**src/rtl/rxfc_pkg.sv**
```systemverilog
package rxfc_pkg;

    typedef enum logic [1:0] {
        ST_OFF     = 2'd0,
        ST_FORCED  = 2'd1,
        ST_FLOWING = 2'd2,
        ST_PAUSED  = 2'd3
    } pair_state_e;

    localparam int CFG_OFF    = 0;
    localparam int PAIR_STEP  = 12;
    localparam int FORCE_BIT  = 31;

    function automatic int lo_off(input int k);
        return 4 + PAIR_STEP * k;
    endfunction

    function automatic int hi_off(input int k);
        return 8 + PAIR_STEP * k;
    endfunction

    function automatic int alloc_off(input int k);
        return 12 + PAIR_STEP * k;
    endfunction

endpackage

```
**src/rtl/rxfc_regs.sv**
```systemverilog
module rxfc_regs
    import rxfc_pkg::*;
#(
    parameter int NUM_PAIRS = 4,
    parameter int CNT_W     = 8,
    parameter int ADDR_W    = 8,
    parameter int VAL_W     = 8
) (
    input  logic                               clk,
    input  logic                               rst_n,
    input  logic                               wr_en,
    input  logic [ADDR_W-1:0]                  wr_addr,
    input  logic [VAL_W-1:0]                   wr_val,
    input  logic [ADDR_W-1:0]                  rd_addr,
    input  logic [NUM_PAIRS-1:0][CNT_W-1:0]    credit,
    input  logic [NUM_PAIRS-1:0]               force_q,
    output logic [31:0]                        rd_data,
    output logic                               glob_en,
    output logic [NUM_PAIRS-1:0]               pair_en,
    output logic [NUM_PAIRS-1:0][CNT_W-1:0]    lo_thr,
    output logic [NUM_PAIRS-1:0][CNT_W-1:0]    hi_thr,
    output logic [NUM_PAIRS-1:0]               alloc_stb
);

    localparam int CFG_W = NUM_PAIRS + 1;

    logic [CFG_W-1:0] cfg_q;
    logic             cfg_hit;

    assign cfg_hit = wr_en && (int'(wr_addr) == CFG_OFF);
    assign glob_en = cfg_q[0];
    assign pair_en = cfg_q[CFG_W-1:1];

    always_ff @(posedge clk or negedge rst_n) begin
        if (!rst_n) begin
            cfg_q <= '0;
        end else if (cfg_hit) begin
            cfg_q <= wr_val[CFG_W-1:0];
        end
    end

    for (genvar k = 0; k < NUM_PAIRS; k++) begin : g_pair_regs
        logic lo_hit, hi_hit;

        assign lo_hit       = wr_en && (int'(wr_addr) == lo_off(k));
        assign hi_hit       = wr_en && (int'(wr_addr) == hi_off(k));
        assign alloc_stb[k] = wr_en && (int'(wr_addr) == alloc_off(k));

        always_ff @(posedge clk or negedge rst_n) begin
            if (!rst_n) begin
                lo_thr[k] <= '0;
                hi_thr[k] <= '0;
            end else begin
                if (lo_hit) begin
                    lo_thr[k] <= wr_val[CNT_W-1:0];
                end
                if (hi_hit) begin
                    hi_thr[k] <= wr_val[CNT_W-1:0];
                end
            end
        end
    end

    always_comb begin
        rd_data = '0;
        if (int'(rd_addr) == CFG_OFF) begin
            rd_data[CFG_W-1:0] = cfg_q;
        end
        for (int k = 0; k < NUM_PAIRS; k++) begin
            if (int'(rd_addr) == lo_off(k)) begin
                rd_data[CNT_W-1:0] = lo_thr[k];
            end
            if (int'(rd_addr) == hi_off(k)) begin
                rd_data[CNT_W-1:0] = hi_thr[k];
            end
            if (int'(rd_addr) == alloc_off(k)) begin
                rd_data[CNT_W-1:0] = credit[k];
                rd_data[FORCE_BIT] = force_q[k];
            end
        end
    end

endmodule

```
**src/rtl/rxfc_credit.sv**
```systemverilog
module rxfc_credit
    import rxfc_pkg::*;
#(
    parameter int CNT_W = 8
) (
    input  logic             clk,
    input  logic             rst_n,
    input  logic             alloc_stb,
    input  logic [31:0]      alloc_data,
    input  logic             done,
    output logic [CNT_W-1:0] credit,
    output logic             force_q
);

    localparam logic [31:0] MAX_VAL = (32'd1 << CNT_W) - 32'd1;

    logic [31:0]      sum;
    logic [CNT_W-1:0] credit_d;
    logic             force_d;
    logic             force_wr;

    assign force_wr = alloc_stb && alloc_data[FORCE_BIT];

    always_comb begin
        sum = 32'(credit);
        if (alloc_stb && !alloc_data[FORCE_BIT]) begin
            sum = sum + {1'b0, alloc_data[30:0]};
        end
        if (done && (sum != 32'd0)) begin
            sum = sum - 32'd1;
        end

        if (force_wr) begin
            credit_d = '0;
            force_d  = 1'b1;
        end else if (alloc_stb) begin
            credit_d = (sum > MAX_VAL) ? MAX_VAL[CNT_W-1:0] : sum[CNT_W-1:0];
            force_d  = 1'b0;
        end else if (force_q) begin
            credit_d = '0;
            force_d  = 1'b1;
        end else begin
            credit_d = sum[CNT_W-1:0];
            force_d  = 1'b0;
        end
    end

    always_ff @(posedge clk or negedge rst_n) begin
        if (!rst_n) begin
            credit  <= '0;
            force_q <= 1'b0;
        end else begin
            credit  <= credit_d;
            force_q <= force_d;
        end
    end

endmodule

```
**src/rtl/rxfc_pair_fsm.sv**
```systemverilog
module rxfc_pair_fsm
    import rxfc_pkg::*;
#(
    parameter int CNT_W = 8
) (
    input  logic             clk,
    input  logic             rst_n,
    input  logic             enable,
    input  logic             force_q,
    input  logic [CNT_W-1:0] credit,
    input  logic [CNT_W-1:0] lo_thr,
    input  logic [CNT_W-1:0] hi_thr,
    output logic             pause
);

    pair_state_e state_q, state_d;

    always_ff @(posedge clk or negedge rst_n) begin
        if (!rst_n) begin
            state_q <= ST_OFF;
        end else begin
            state_q <= state_d;
        end
    end

    always_comb begin
        state_d = state_q;
        if (!enable) begin
            state_d = ST_OFF;
        end else if (force_q) begin
            state_d = ST_FORCED;
        end else begin
            unique case (state_q)
                ST_OFF:     state_d = ST_FLOWING;
                ST_FORCED:  state_d = ST_FLOWING;
                ST_FLOWING: state_d = (credit < lo_thr) ? ST_PAUSED : ST_FLOWING;
                ST_PAUSED:  state_d = (credit > hi_thr) ? ST_FLOWING : ST_PAUSED;
                default:    state_d = ST_OFF;
            endcase
        end
    end

    always_comb begin
        pause = (state_q == ST_PAUSED);
    end

endmodule

```
**src/rtl/rx_fc_unit.sv**
```systemverilog
module rx_fc_unit
    import rxfc_pkg::*;
#(
    parameter int NUM_PAIRS = 4,
    parameter int CNT_W     = 8,
    parameter int ADDR_W    = 8
) (
    input  logic                 clk,
    input  logic                 rst_n,
    input  logic                 wr_en,
    input  logic [ADDR_W-1:0]    wr_addr,
    input  logic [31:0]          wr_data,
    input  logic [ADDR_W-1:0]    rd_addr,
    output logic [31:0]          rd_data,
    input  logic [NUM_PAIRS-1:0] desc_done,
    output logic [NUM_PAIRS-1:0] pause
);

    localparam int VAL_W = (CNT_W > NUM_PAIRS + 1) ? CNT_W : NUM_PAIRS + 1;

    logic                            glob_en;
    logic [NUM_PAIRS-1:0]            pair_en;
    logic [NUM_PAIRS-1:0][CNT_W-1:0] lo_thr;
    logic [NUM_PAIRS-1:0][CNT_W-1:0] hi_thr;
    logic [NUM_PAIRS-1:0][CNT_W-1:0] credit;
    logic [NUM_PAIRS-1:0]            force_q;
    logic [NUM_PAIRS-1:0]            alloc_stb;

    rxfc_regs #(
        .NUM_PAIRS (NUM_PAIRS),
        .CNT_W     (CNT_W),
        .ADDR_W    (ADDR_W),
        .VAL_W     (VAL_W)
    ) u_regs (
        .clk       (clk),
        .rst_n     (rst_n),
        .wr_en     (wr_en),
        .wr_addr   (wr_addr),
        .wr_val    (wr_data[VAL_W-1:0]),
        .rd_addr   (rd_addr),
        .credit    (credit),
        .force_q   (force_q),
        .rd_data   (rd_data),
        .glob_en   (glob_en),
        .pair_en   (pair_en),
        .lo_thr    (lo_thr),
        .hi_thr    (hi_thr),
        .alloc_stb (alloc_stb)
    );

    for (genvar k = 0; k < NUM_PAIRS; k++) begin : g_pair
        rxfc_credit #(
            .CNT_W (CNT_W)
        ) u_credit (
            .clk        (clk),
            .rst_n      (rst_n),
            .alloc_stb  (alloc_stb[k]),
            .alloc_data (wr_data),
            .done       (desc_done[k]),
            .credit     (credit[k]),
            .force_q    (force_q[k])
        );

        rxfc_pair_fsm #(
            .CNT_W (CNT_W)
        ) u_fsm (
            .clk     (clk),
            .rst_n   (rst_n),
            .enable  (glob_en && pair_en[k]),
            .force_q (force_q[k]),
            .credit  (credit[k]),
            .lo_thr  (lo_thr[k]),
            .hi_thr  (hi_thr[k]),
            .pause   (pause[k])
        );
    end

endmodule

```
**config.mk**
```make
export PLATFORM = sky130hd
export DESIGN_NAME = rx_fc_unit
export DESIGN_NICKNAME = d
export VERILOG_FILES = /design/src/rtl/rxfc_pkg.sv /design/src/rtl/rxfc_regs.sv /design/src/rtl/rxfc_credit.sv /design/src/rtl/rxfc_pair_fsm.sv /design/src/rtl/rx_fc_unit.sv
export SDC_FILE = /design/constraint.sdc
export NUM_CORES = 1
export LEC_CHECK = 0
export ABC_CLOCK_PERIOD_IN_PS = 6700
export BUFFER_PORTS_ARGS = -buffer_cell sky130_fd_sc_hd__buf_2
export CAP_MARGIN = 10
export CORE_MARGIN = 8
export CORE_UTILIZATION = 40
export DETAILED_ROUTE_END_ITERATION = 12
export MAX_ROUTING_LAYER = met4
export PLACE_DENSITY_LB_ADDON = 0.08
export SLEW_MARGIN = 10
export SYNTH_ARGS = -nofsm -noshare
export SYNTH_HDL_FRONTEND = slang
export SYNTH_SLANG_ARGS = --single-unit
export TNS_END_PERCENT = 30
```
**constraint.sdc**
```tcl
create_clock -name clk -period 6.7 [get_ports clk]
set_clock_uncertainty 0.05 [all_clocks]
set_input_delay 0.335 -clock clk [delete_from_list [all_inputs] [get_ports clk]]
set_output_delay 0.335 -clock clk [all_outputs]
set_load 0.01 [all_outputs]
```
==> results of run 1 <==
[cell usage after synthesis, types with 25 or more instances]
cell,count
nor2_1,175
nand2_1,132
dfrtp_1,113
o21ai_0,113
ha_1,100
a21oi_1,98
inv_1,92
nand3_1,82
mux2_2,75
xnor2_1,74
clkbuf_1,69
nor3_1,64
nand4_1,42
a211oi_1,39
xor2_1,38
a21o_1,35
nor4_1,35
a31oi_1,28
and2_1,27
buf_4,27
o211ai_1,26
and3_1,25
or3_1,25
[power breakdown]
group / total [mW] / switching [mW] / internal (mW)
logic: 2.88 / 1.81 / 1.06
registers: 1.12 / 0.325 / 0.796
clock network: 1.05 / 0.341 / 0.714
[worst reg2reg max path, cell delays in order, from the launching register on]
cell	delay, ns
dfrtp_1	0.52
ha_1	0.47
a21o_1	0.26
a221o_1	0.44
nor2_1	0.79
o21ai_0	0.38
a31oi_1	0.27
nor4b_1	0.76
nand3_1	0.15
a311oi_1	0.29
nand4_1	0.17
a2111oi_2	0.47
a31o_2	0.30
o21ai_0	0.11
[repair_timing]
action                                 4_1_cts  5_1_grt
setup buffers                                0        0
hold buffers                                 1        0
endpoints found under the hold margin       48        0
[stage by stage]
| stage | utilization [%] | cells | setup slack (ns) | hold WS (ns) |
|---|---|---|---|---|
| 5_1_grt | 44.2 | 2521 | 0.708 | 0.175 |
| 3_3_place_gp | 42.5 | 2489 | 1.23 | 0.340 |
| 2_1_floorplan | - | 2009 | 2.33 | -0.0106 |
| 3_5_place_dp | 42.5 | 2489 | 1.17 | 0.346 |
| 6_report | 44.2 | 2521 | 1.14 | 0.179 |
| 4_1_cts | 44.2 | 2521 | 1.22 | 0.173 |
[cell usage in the layout (no fill, tap or decap), types with 64 or more instances in the layout]
master	instances
a21oi_1	98
buf_2	66
dfrtp_1	113
ha_1	100
inv_1	92
mux2_2	75
nand2_1	132
nand3_1	82
nor2_1	175
nor3_1	64
o21ai_0	113
xnor2_1	74
[how the worst max path moves through the flow]
stage | start | end | slack [ns] | cells past startpoint
after floorplan | wr_data[31] | g_pair[3].u_credit.credit[0] | 2.33 | 18
after global placement | wr_data[5] | g_pair[2].u_credit.credit[3] | 1.23 | 14
after detailed placement | wr_data[5] | g_pair[3].u_credit.credit[3] | 1.17 | 14
after CTS | g_pair[2].u_credit.credit[5] | g_pair[2].u_credit.credit[3] | 1.22 | 13
after global routing | g_pair[2].u_credit.credit[5] | g_pair[2].u_credit.credit[2] | 0.71 | 13
final | g_pair[3].u_credit.credit[6] | g_pair[3].u_credit.credit[3] | 1.14 | 13
[registers in the layout, summed over array words and instances (netlist names), named ones only]
name	flops
u_regs.cfg_q	5
g_pair.u_fsm.state_q	8
g_pair.u_credit.credit	32
u_regs.lo_thr	32
u_regs.hi_thr	32
[routing by layer]
layer | GRT usage [%] | vias up | part of all wire [%]
met1 | 40.9 | 8014 | 45
met2 | 43.7 | 813 | 44
met3 | 5.78 | 149 | 8.5
li1 | - | 7561 | -
met5 | - | - | 0
met4 | 9.39 | 0 | 3.1
[cells by family (layout without fill, tap and decap cells)]
family	after synthesis	after routing	share of synthesized area (%)
simple gates	734	734	25.2
compound gates	608	608	28.1
buf+inv	217	218	6.15
flops	113	113	18.4
xor+xnor	112	112	6.39
fa+ha+maj	104	104	8.67
mux	98	98	7.01
other cells	1	23	0.0244
[area by class of cell]
class	instances	share of cell area, %
Multi-Input combinational cell	1679	69.9
Sequential cell	113	16.9
Tap cell	511	3.83
Timing Repair Buffer	94	3.25
Clock buffer	21	2.76
Inverter	93	2.09
Clock inverter	10	1.24
==> results.toml, run 1 <==
[pwr]
totalPowerFinal_mw = 5.05
power_density_mw_per_mm2 = 302
peakVddDrop_mv = 0.202
p_leak_nw = 6.64

[critical_path]
cp-start-kind = "flop"
max_stage_delay_ns = 0.79
crit_path_end_kind = "flop"
worst-path-buf-inv = 0
slowest_stage = "nor2_1"
crit_chain = "ha_1, a21o_1, a221o_1, nor2_1, o21ai_0, a31oi_1, nor4b_1, nand3_1, a311oi_1, nand4_1, a2111oi_2, a31o_2, o21ai_0"
setup.worst_path.class = "reg2reg"
r2r_cells = 13
worst_path_most_repeated_cell = "o21ai_0"
r2r-start = "g_pair[3].u_credit.credit[6]"
worstPathMaxFanout = 15
r2r_slack_ns = 1.14
path_delay_family = "compound AO/OA/AOI/OAI gates"
r2r-end = "g_pair[3].u_credit.credit[3]"
critical_path_required_ns = 6.95
cp.arrival_ns = 5.81

[timing]
tightest_slew_ns = 1.20
finalCritPeriodShare_pct = 83.0
slew_viol_final = 0
relSlewSlack_pct = 19.3
setup_viol = 0
max_freq_mhz = 180
fin_setup_tns_ns = 0
post-route-min-period_ns = 5.56
rsz0062_at_grt = "no"
final_hold_viol_count = 0

[cts]
path_clk_slew_ns = 0.06
cts_tree = "done"
numClockSinks = 113
htreeDepth = 4
postCtsResizedCells = 0
clkLatencyLatePin_ns = 0.43
clock_path_buffers = 2
cts-root-buf = "clkbuf_16"
cts_made_buffers = 17

[global_routing]
grt_pass1_wl_um = 99400
gr-total-overflow = 0
grt_pass1_vias = 15501
grt_max_degree = 66
grt_util_all_layers_pct = 29.8
antenna_found_initial = 0

[placement]
post_dp_cell_area_sq_mm = 0.0160
dp_hpwl_um = 50800
io_buffers = 67
place_congestion = 1.01

[route]
num_vias = 16537
first_iter_violations = 1931
wl_um = 66300
wl_per_cell_um = 26.3
vias_per_cell = 6.56
drc = 0
antenna_left = 0
dr.pass1.iters = 6

[synthesis]
synth_edf_count = 0
synthTopCellsByArea = "dfrtp_1, ha_1, mux2_2"
synthArstFlopShare_pct = 100
ys_ff_latch = 113
synth_cells = 1987
synthFlopType = "dfrtp_1"
seq_area_frac_synth_pct = 18.4
synth_area_leader_cell = "dfrtp_1"
synth_top_area_share_pct = 18.4
avgSynthCellArea_sq_um = 7.73
ys_types = 103
syn_area_sq_mm = 0.0153
ys_warn_count = 0

[run]
cap_violations = 0

[min_path]
min_path_type = "in2reg"
holdPathEnd = "u_regs.hi_thr[28]"
min_from = "wr_data[4]"
whs_path_depth = 2

[final_layout]
fillers = 3899
layout.nets = 2157
fin_area_sq_mm = 0.0167
area_growth_pct = 8.84
regArea_sq_mm = 0.00283
drive_above_1_share_pct = 12.8
num_antenna_cells = 0
multiInputGateArea_sq_mm = 0.0117

[floorplanning]
rows = 71
initial_core_util_pct = 40.7
die_w_um = 212
fp.dieArea_sq_mm = 0.0449
io-pin-count = 91
core_sq_mm = 0.0378
die_h_um = 212

[run_status]
status = "complete, no violations"
Power figures use the tool's default switching activity.
==> inputs of run 2 (changes only) <==
- ABC_AREA: not set -> 1
- ABC_CLOCK_PERIOD_IN_PS: 6700 -> 5700
- clock period: 6.7 -> 5.7 ns (I/O delays scaled with it)
==> run 2 against run 1 <==
Net effect: non-clock buffer count shrank 11; fmax grew 17%; critical path depth grew 12; wire length grew 23%; clock power grew 8%; first-iteration DRC count grew 22%; synthesized area grew 16%; die area grew 15%; sequential power shrank 8%; largest cell class unchanged; largest power group unchanged; highest routed layer unchanged.
==> results.toml, run 2 <==
[timing]
holdWs_ns = 0.315
rsz0062_at_grt = "no"
fin_setup_tns_ns = 0
post-route-min-period_ns = 4.74
relSlewSlack_pct = 22.4
finalCritPeriodShare_pct = 83.2
slew_viol_final = 0
tightest_slew_ns = 1.14
setup_slack_ns = 0.958
max_freq_mhz = 211
setup_viol = 0
final_hold_viol_count = 0

[run]
cap_violations = 0

[route]
first_iter_violations = 2349
wl_per_cell_um = 21.0
dr.pass1.iters = 6
num_vias = 21726
wl_um = 81700
vias_per_cell = 5.59
antenna_left = 0
drc = 0

[pwr]
p_leak_nw = 11.1
p_int_mw = 2.25
peakVddDrop_mv = 0.205
power.switching_mw = 1.87
power_frac_comb_pct = 47.5
p_sw_share_pct = 45.4
pwr-share-seq_pct = 25.0
totalPowerFinal_mw = 4.12
power_density_mw_per_mm2 = 216
pwr-share-clk_pct = 27.5

[synthesis]
synthTopCellsByArea = "nand2_1, dfrtp_1, nand3_1"
synth_common_cells = "nand2_1, nand3_1, inv_1"
synth.most_common_cell = "nand2_1"
ys_ff_latch = 113
synthFlopType = "dfrtp_1"
syn_area_sq_mm = 0.0179
synth_top_area_share_pct = 24.1
synthArstFlopShare_pct = 100
synth_edf_count = 0
synth_cells = 3257
synth_area_leader_cell = "nand2_1"
ys_types = 52
seq_area_frac_synth_pct = 15.8
ys_warn_count = 0
avgSynthCellArea_sq_um = 5.49

[cts]
cts_tree = "done"
hold_buffers = 1
clkLatencyLatePin_ns = 0.43
cts-root-buf = "clkbuf_16"
numClockSinks = 113
path_clk_slew_ns = 0.05
postCtsSetupBuffers = 0
postCtsResizedCells = 0
clock_path_buffers = 2
htreeDepth = 4
cts_made_buffers = 17

[final_layout]
drive_above_1_share_pct = 6.11
layout.nets = 3435
fin_area_sq_mm = 0.0191
final_cell_mix = "nand2_1, nand3_1, inv_1, nor2_1, o21ai_0"
fillers = 5109
top_regs = "g_pair.u_credit.credit (32), u_regs.hi_thr (32), u_regs.lo_thr (32)"
final_common_cell = "nand2_1"
area_growth_pct = 6.99

[floorplanning]
initial_core_util_pct = 40.5
die_w_um = 227
fp.dieArea_sq_mm = 0.0517
core_sq_mm = 0.0441
die_h_um = 227
io-pin-count = 91
rows = 77

[run_status]
status = "complete, no violations"

[global_routing]
gr-total-overflow = 0
grt_util_all_layers_pct = 32.0
grt_use_met2_pct = 47.7
antenna_found_initial = 1
grt_max_degree = 70
grt_pass1_vias = 19971
grt.met3_usage_pct = 4.57
grt_pass1_wl_um = 121000
grt_use_met1_pct = 42.9
top_usage_layer = "met2"

[min_path]
min_path_type = "in2reg"

[placement]
place_congestion = 1.06
post_dp_cell_area_sq_mm = 0.0185
dp_hpwl_um = 65500
dpl_worst_slack_ns = 0.979
io_buffers = 67

[critical_path]
critical_path_required_ns = 5.96
cp.arrival_ns = 5.01
worstPathMaxFanout = 19
crit_path_end_kind = "flop"
setup.worst_path.class = "reg2reg"
cp-start-kind = "flop"
==> run 2: cell types whose count changed in the layout (fill, tap and decap cells not counted), moves of 34 or more <==
cell,delta
xnor2_1,-59
nand2_1,+1017
nand3_1,+354
mux2_2,-75
inv_1,+330
nand4_1,+43
o21ai_0,+46
a211oi_1,-34
nor2_1,+175
==> run 2: final timing paths <==
kind,from,endpoint,slack (ns),depth (start not counted)
hold reg to reg,u_regs.lo_thr[25],u_regs.lo_thr[25],0.43,2
min in group asynchronous,rst_n,u_regs.hi_thr[5],0.34,2
max in group asynchronous,rst_n,u_regs.lo_thr[30],3.88,3
setup / recovery,g_pair[3].u_credit.credit[0],g_pair[3].u_credit.credit[7],0.96,25
hold / removal,wr_addr[4],g_pair[1].u_credit.credit[0],0.32,5
setup reg to reg,g_pair[3].u_credit.credit[0],g_pair[3].u_credit.credit[7],0.96,25
==> run 2: final cells by class <==
type	instances	area (sq um)	area share (%)
antenna	3	7.51	0.0393
clock buffer	23	458	2.39
clock inverter	9	155	0.811
inverter	434	1630	8.52
multi-input combinational	2627	12800	67.2
sequential	113	2830	14.8
tap	592	741	3.87
timing repair buffer	83	460	2.41
==> run 2: per-stage QoR <==
step / utilization, % / std cells
6_report: 43.3 / 3884
5_1_grt: 43.3 / 3882
4_1_cts: 43.3 / 3881
3_5_place_dp: 41.9 / 3848
3_3_place_gp: 41.9 / 3848
2_1_floorplan: - / 3279
==> run 2: cells by family (layout without fill, tap and decap cells) <==
kind of cell / Yosys count / in the layout / share of synthesized area, %
and+or+nand+nor: 2147 / 2147 / 51.9
buffers and inverters: 539 / 549 / 12.9
AOI/OAI and AO/OA: 305 / 305 / 9.62
DFF: 113 / 113 / 15.8
adders and majority gates: 104 / 104 / 7.45
xor gates and xnor gates: 48 / 48 / 2.35
other: 1 / 26 / 0.0210
==> run 2: critical path, stage by stage (launching register included) <==
cell and delay, ns:
dfrtp_1 0.46, ha_1 0.24, fa_1 0.30, nand2_1 0.09, nand3_1 0.12, nand2_1 0.15, o21ai_0 0.74, nand2_1 0.15
nand2_1 0.15, nand3_1 0.14, nand2_1 0.13, nor2_1 0.05, nand2_1 0.09, nor2_1 0.06, nand2_1 0.27, nand2_2 0.30
inv_2 0.25, nand3_1 0.09, nand2_1 0.08, nand2_1 0.05, nor2_1 0.10, nand2_1 0.05, nor2_1 0.10, nand2_1 0.14
nand2_2 0.18, nand2_1 0.08
==> run 2: metal layers <==
| metal | vias up | wire, um |
|---|---|---|
| met5 | - | 0 |
| met4 | 0 | 3900 |
| met3 | 203 | 5970 |
| met2 | 917 | 35000 |
| met1 | 10104 | 36800 |
| li1 | 10502 | - |
==> run 2: power by group through the flow <==
| stage | clock, mW | sequential, mW | combinational (mW) |
|---|---|---|---|
| 2_1_floorplan | 0 | 0.959 | 1.39 |
| 3_3_place_gp | 0 | 1.04 | 1.90 |
| 3_5_place_dp | 0 | 1.04 | 1.92 |
| 4_1_cts | 1.15 | 1.03 | 1.93 |
| 5_1_grt | 1.18 | 1.04 | 2.18 |
| 6_report | 1.13 | 1.03 | 1.96 |
==> inputs of run 3 (changes only) <==
- ABC_CLOCK_PERIOD_IN_PS: 5700 -> 4100
- clock period: 5.7 -> 4.1 ns (I/O delays scaled with it)
==> run 3 against run 2 <==
Net effect: utilization rose by 3.2 points; combinational power rose by 57%; die area did not move; sequential share of layout area fell by 1.0 points; cell area rose by 7.4%; highest routed layer unchanged; setup slack got worse by 0.72 ns; non-clock buffer count rose by 136; power rose by 46%; fmax rose by 23%.
==> results.toml, run 3 (synthesized netlist as in run 2, its figures left out) <==
[run_status]
status = "complete, no violations"

[route]
wl_per_cell_um = 20.3
first_iter_violations = 2272
wl_um = 81500
drc = 0
dr.pass1.iters = 6
num_vias = 22378
antenna_left = 0
vias_per_cell = 5.57

[critical_path]
worst-path-buf-inv = 1
r2r_cells = 18
r2r_slack_ns = 0.24
cp.arrival_ns = 4.12
crit_chain = "ha_2, fa_2, o21ai_1, buf_4, ha_1, nand3_1, nor2_1, nand2_1, nor3_2, nand3_1, nand2_1, nand2_1, nor2_1, nand2_1, nor2_1, nand3_2, nand2_2, o21ai_0"
worst_path_most_repeated_cell = "nand2_1"
setup.worst_path.class = "reg2reg"
max_stage_delay_ns = 0.46
r2r-end = "g_pair[1].u_credit.credit[2]"
cp-start-kind = "flop"
worstPathMaxFanout = 7
critical_path_required_ns = 4.36
crit_path_end_kind = "flop"
slowest_stage = "fa_2"
r2r-start = "g_pair[1].u_credit.credit[0]"
path_delay_family = "simple AND/OR/NAND/NOR gates"

[placement]
io_buffers = 67
post_dp_cell_area_sq_mm = 0.0196
dp_hpwl_um = 67100
place_congestion = 1.03

[final_layout]
final_cell_mix = "nand2_1, nand3_1, inv_1, nor2_1, o21ai_0"
final_common_cell = "nand2_1"
top_regs = "g_pair.u_credit.credit (32), u_regs.hi_thr (32), u_regs.lo_thr (32)"
fin_area_sq_mm = 0.0205
layout.nets = 3571
final_util_pct = 46.6
fillers = 5030
area_growth_pct = 14.9
drive_above_1_share_pct = 11.9

[floorplanning]
fp.dieArea_sq_mm = 0.0517
initial_core_util_pct = 40.5
die_w_um = 227
core_sq_mm = 0.0441
die_h_um = 227
io-pin-count = 91
rows = 77

[pwr]
p_sw_share_pct = 44.5
p_int_mw = 3.35
peakVddDrop_mv = 0.401
power_frac_comb_pct = 50.9
power_density_mw_per_mm2 = 293
pwr-share-clk_pct = 26.1
power.switching_mw = 2.68
pwr-share-seq_pct = 22.9
p_leak_nw = 11.9

[timing]
tightest_slew_ns = 1.03
finalCritPeriodShare_pct = 94.1
setup_viol = 0
final_hold_viol_count = 0
holdWs_ns = 0.293
slew_viol_final = 0
post-route-min-period_ns = 3.86
relSlewSlack_pct = 31.2
max_freq_mhz = 259

[min_path]
holdPathEnd = "g_pair[1].u_credit.credit[0]"
whs_path_depth = 6
min_from = "wr_addr[4]"
min_path_type = "in2reg"

[global_routing]
grt_max_degree = 75
antenna_found_initial = 0
grt_util_all_layers_pct = 31.9
gr-total-overflow = 0
grt_pass1_vias = 21033
grt_pass1_wl_um = 122000

[cts]
cts_tree = "done"
htreeDepth = 4
clock_path_buffers = 2
clkLatencyLatePin_ns = 0.44
numClockSinks = 113
cts-root-buf = "clkbuf_16"
path_clk_slew_ns = 0.06
cts_made_buffers = 17

[run]
cap_violations = 0
==> run 3: changes by cell type in the layout (fill, tap and decap cells not counted), moves of 6 or more <==
cell / previous run / this run
buf_12: 0 / 8
buf_4: 16 / 141
ha_1: 100 / 90
nand2_1: 1149 / 1138
nand2_2: 18 / 24
nand3_1: 436 / 422
nand3_2: 9 / 22
nor2_1: 350 / 330
nor2_2: 13 / 32
==> run 3: worst max path at each step <==
stage	start	endpoint	slack [ns]	cells after the start
4_1_cts	g_pair[2].u_credit.credit[0]	g_pair[2].u_credit.credit[0]	0.04	26
3_5_place_dp	wr_data[0]	g_pair[2].u_credit.credit[6]	-0.08	25
5_1_grt	g_pair[1].u_credit.credit[0]	g_pair[1].u_credit.credit[2]	-0.02	22
6_report	g_pair[1].u_credit.credit[0]	g_pair[1].u_credit.credit[2]	0.24	18
3_3_place_gp	wr_data[0]	g_pair[2].u_credit.credit[0]	-0.05	25
2_1_floorplan	g_pair[2].u_credit.credit[0]	g_pair[2].u_credit.credit[0]	0.75	26
==> run 3: area by class of cell <==
| cell class | instances | area [sq um] | share of cell area [%] |
|---|---|---|---|
| Multi-Input combinational cell | 2627 | 13100 | 63.9 |
| Inverter | 434 | 1630 | 7.94 |
| Timing Repair Buffer | 219 | 1590 | 7.75 |
| Antenna cell | 1 | 2.50 | 0.0122 |
| Clock buffer | 22 | 484 | 2.36 |
| Clock inverter | 10 | 131 | 0.640 |
| Tap cell | 592 | 741 | 3.61 |
| Sequential cell | 113 | 2830 | 13.8 |
==> run 3: worst reg2reg max path, stage by stage (launching register included) <==
cell and delay [ns]:
dfrtp_1 0.45, ha_2 0.29, fa_2 0.47, o21ai_1 0.26, buf_4 0.19, ha_1 0.20
nand3_1 0.09, nor2_1 0.22, nand2_1 0.20, nor3_2 0.32, nand3_1 0.11, nand2_1 0.09
nand2_1 0.05, nor2_1 0.12, nand2_1 0.08, nor2_1 0.13, nand3_2 0.16, nand2_2 0.16
o21ai_0 0.11
==> run 3: through the flow <==
stage	setup TNS (ns)	power, mW	setup slack, ns	instances
CTS	0	5.90	0.0424	4016
finish	0	6.03	0.243	4018
global route	-0.0854	6.43	-0.0184	4017
detailed placement	-0.604	4.31	-0.0768	3983
global placement	-0.343	4.29	-0.0520	3983
floorplan	0	3.26	0.753	3279
==> run 3: timing repair <==
item | 4_1_cts | 5_1_grt
endpoints found under the setup margin | 15 | 32
pin swaps | 0 | 4
buffers inserted | 0 | 1
resized for setup | 3 | 79
hold buffers | 1 | 0
endpoints found under the hold margin | 73 | 0
gates cloned | 0 | 0
==> run 3: layer usage <==
layer / part of all wire (%) / routed length, um / global-route usage [%]
met3: 7.3 / 5980 / 4.51
met4: 4.6 / 3780 / 12.7
met1: 44 / 35500 / 41.2
met2: 45 / 36300 / 49.9
met5: 0 / 0 / -
==> run 3: power groups by stage <==
stage	Combinational (mW)	Sequential (mW)	Clock [mW]
final	3.07	1.38	1.57
after global routing	3.41	1.39	1.63
after CTS	2.94	1.37	1.59
after detailed placement	2.92	1.39	0
after global placement	2.90	1.39	0
after floorplan	1.93	1.33	0
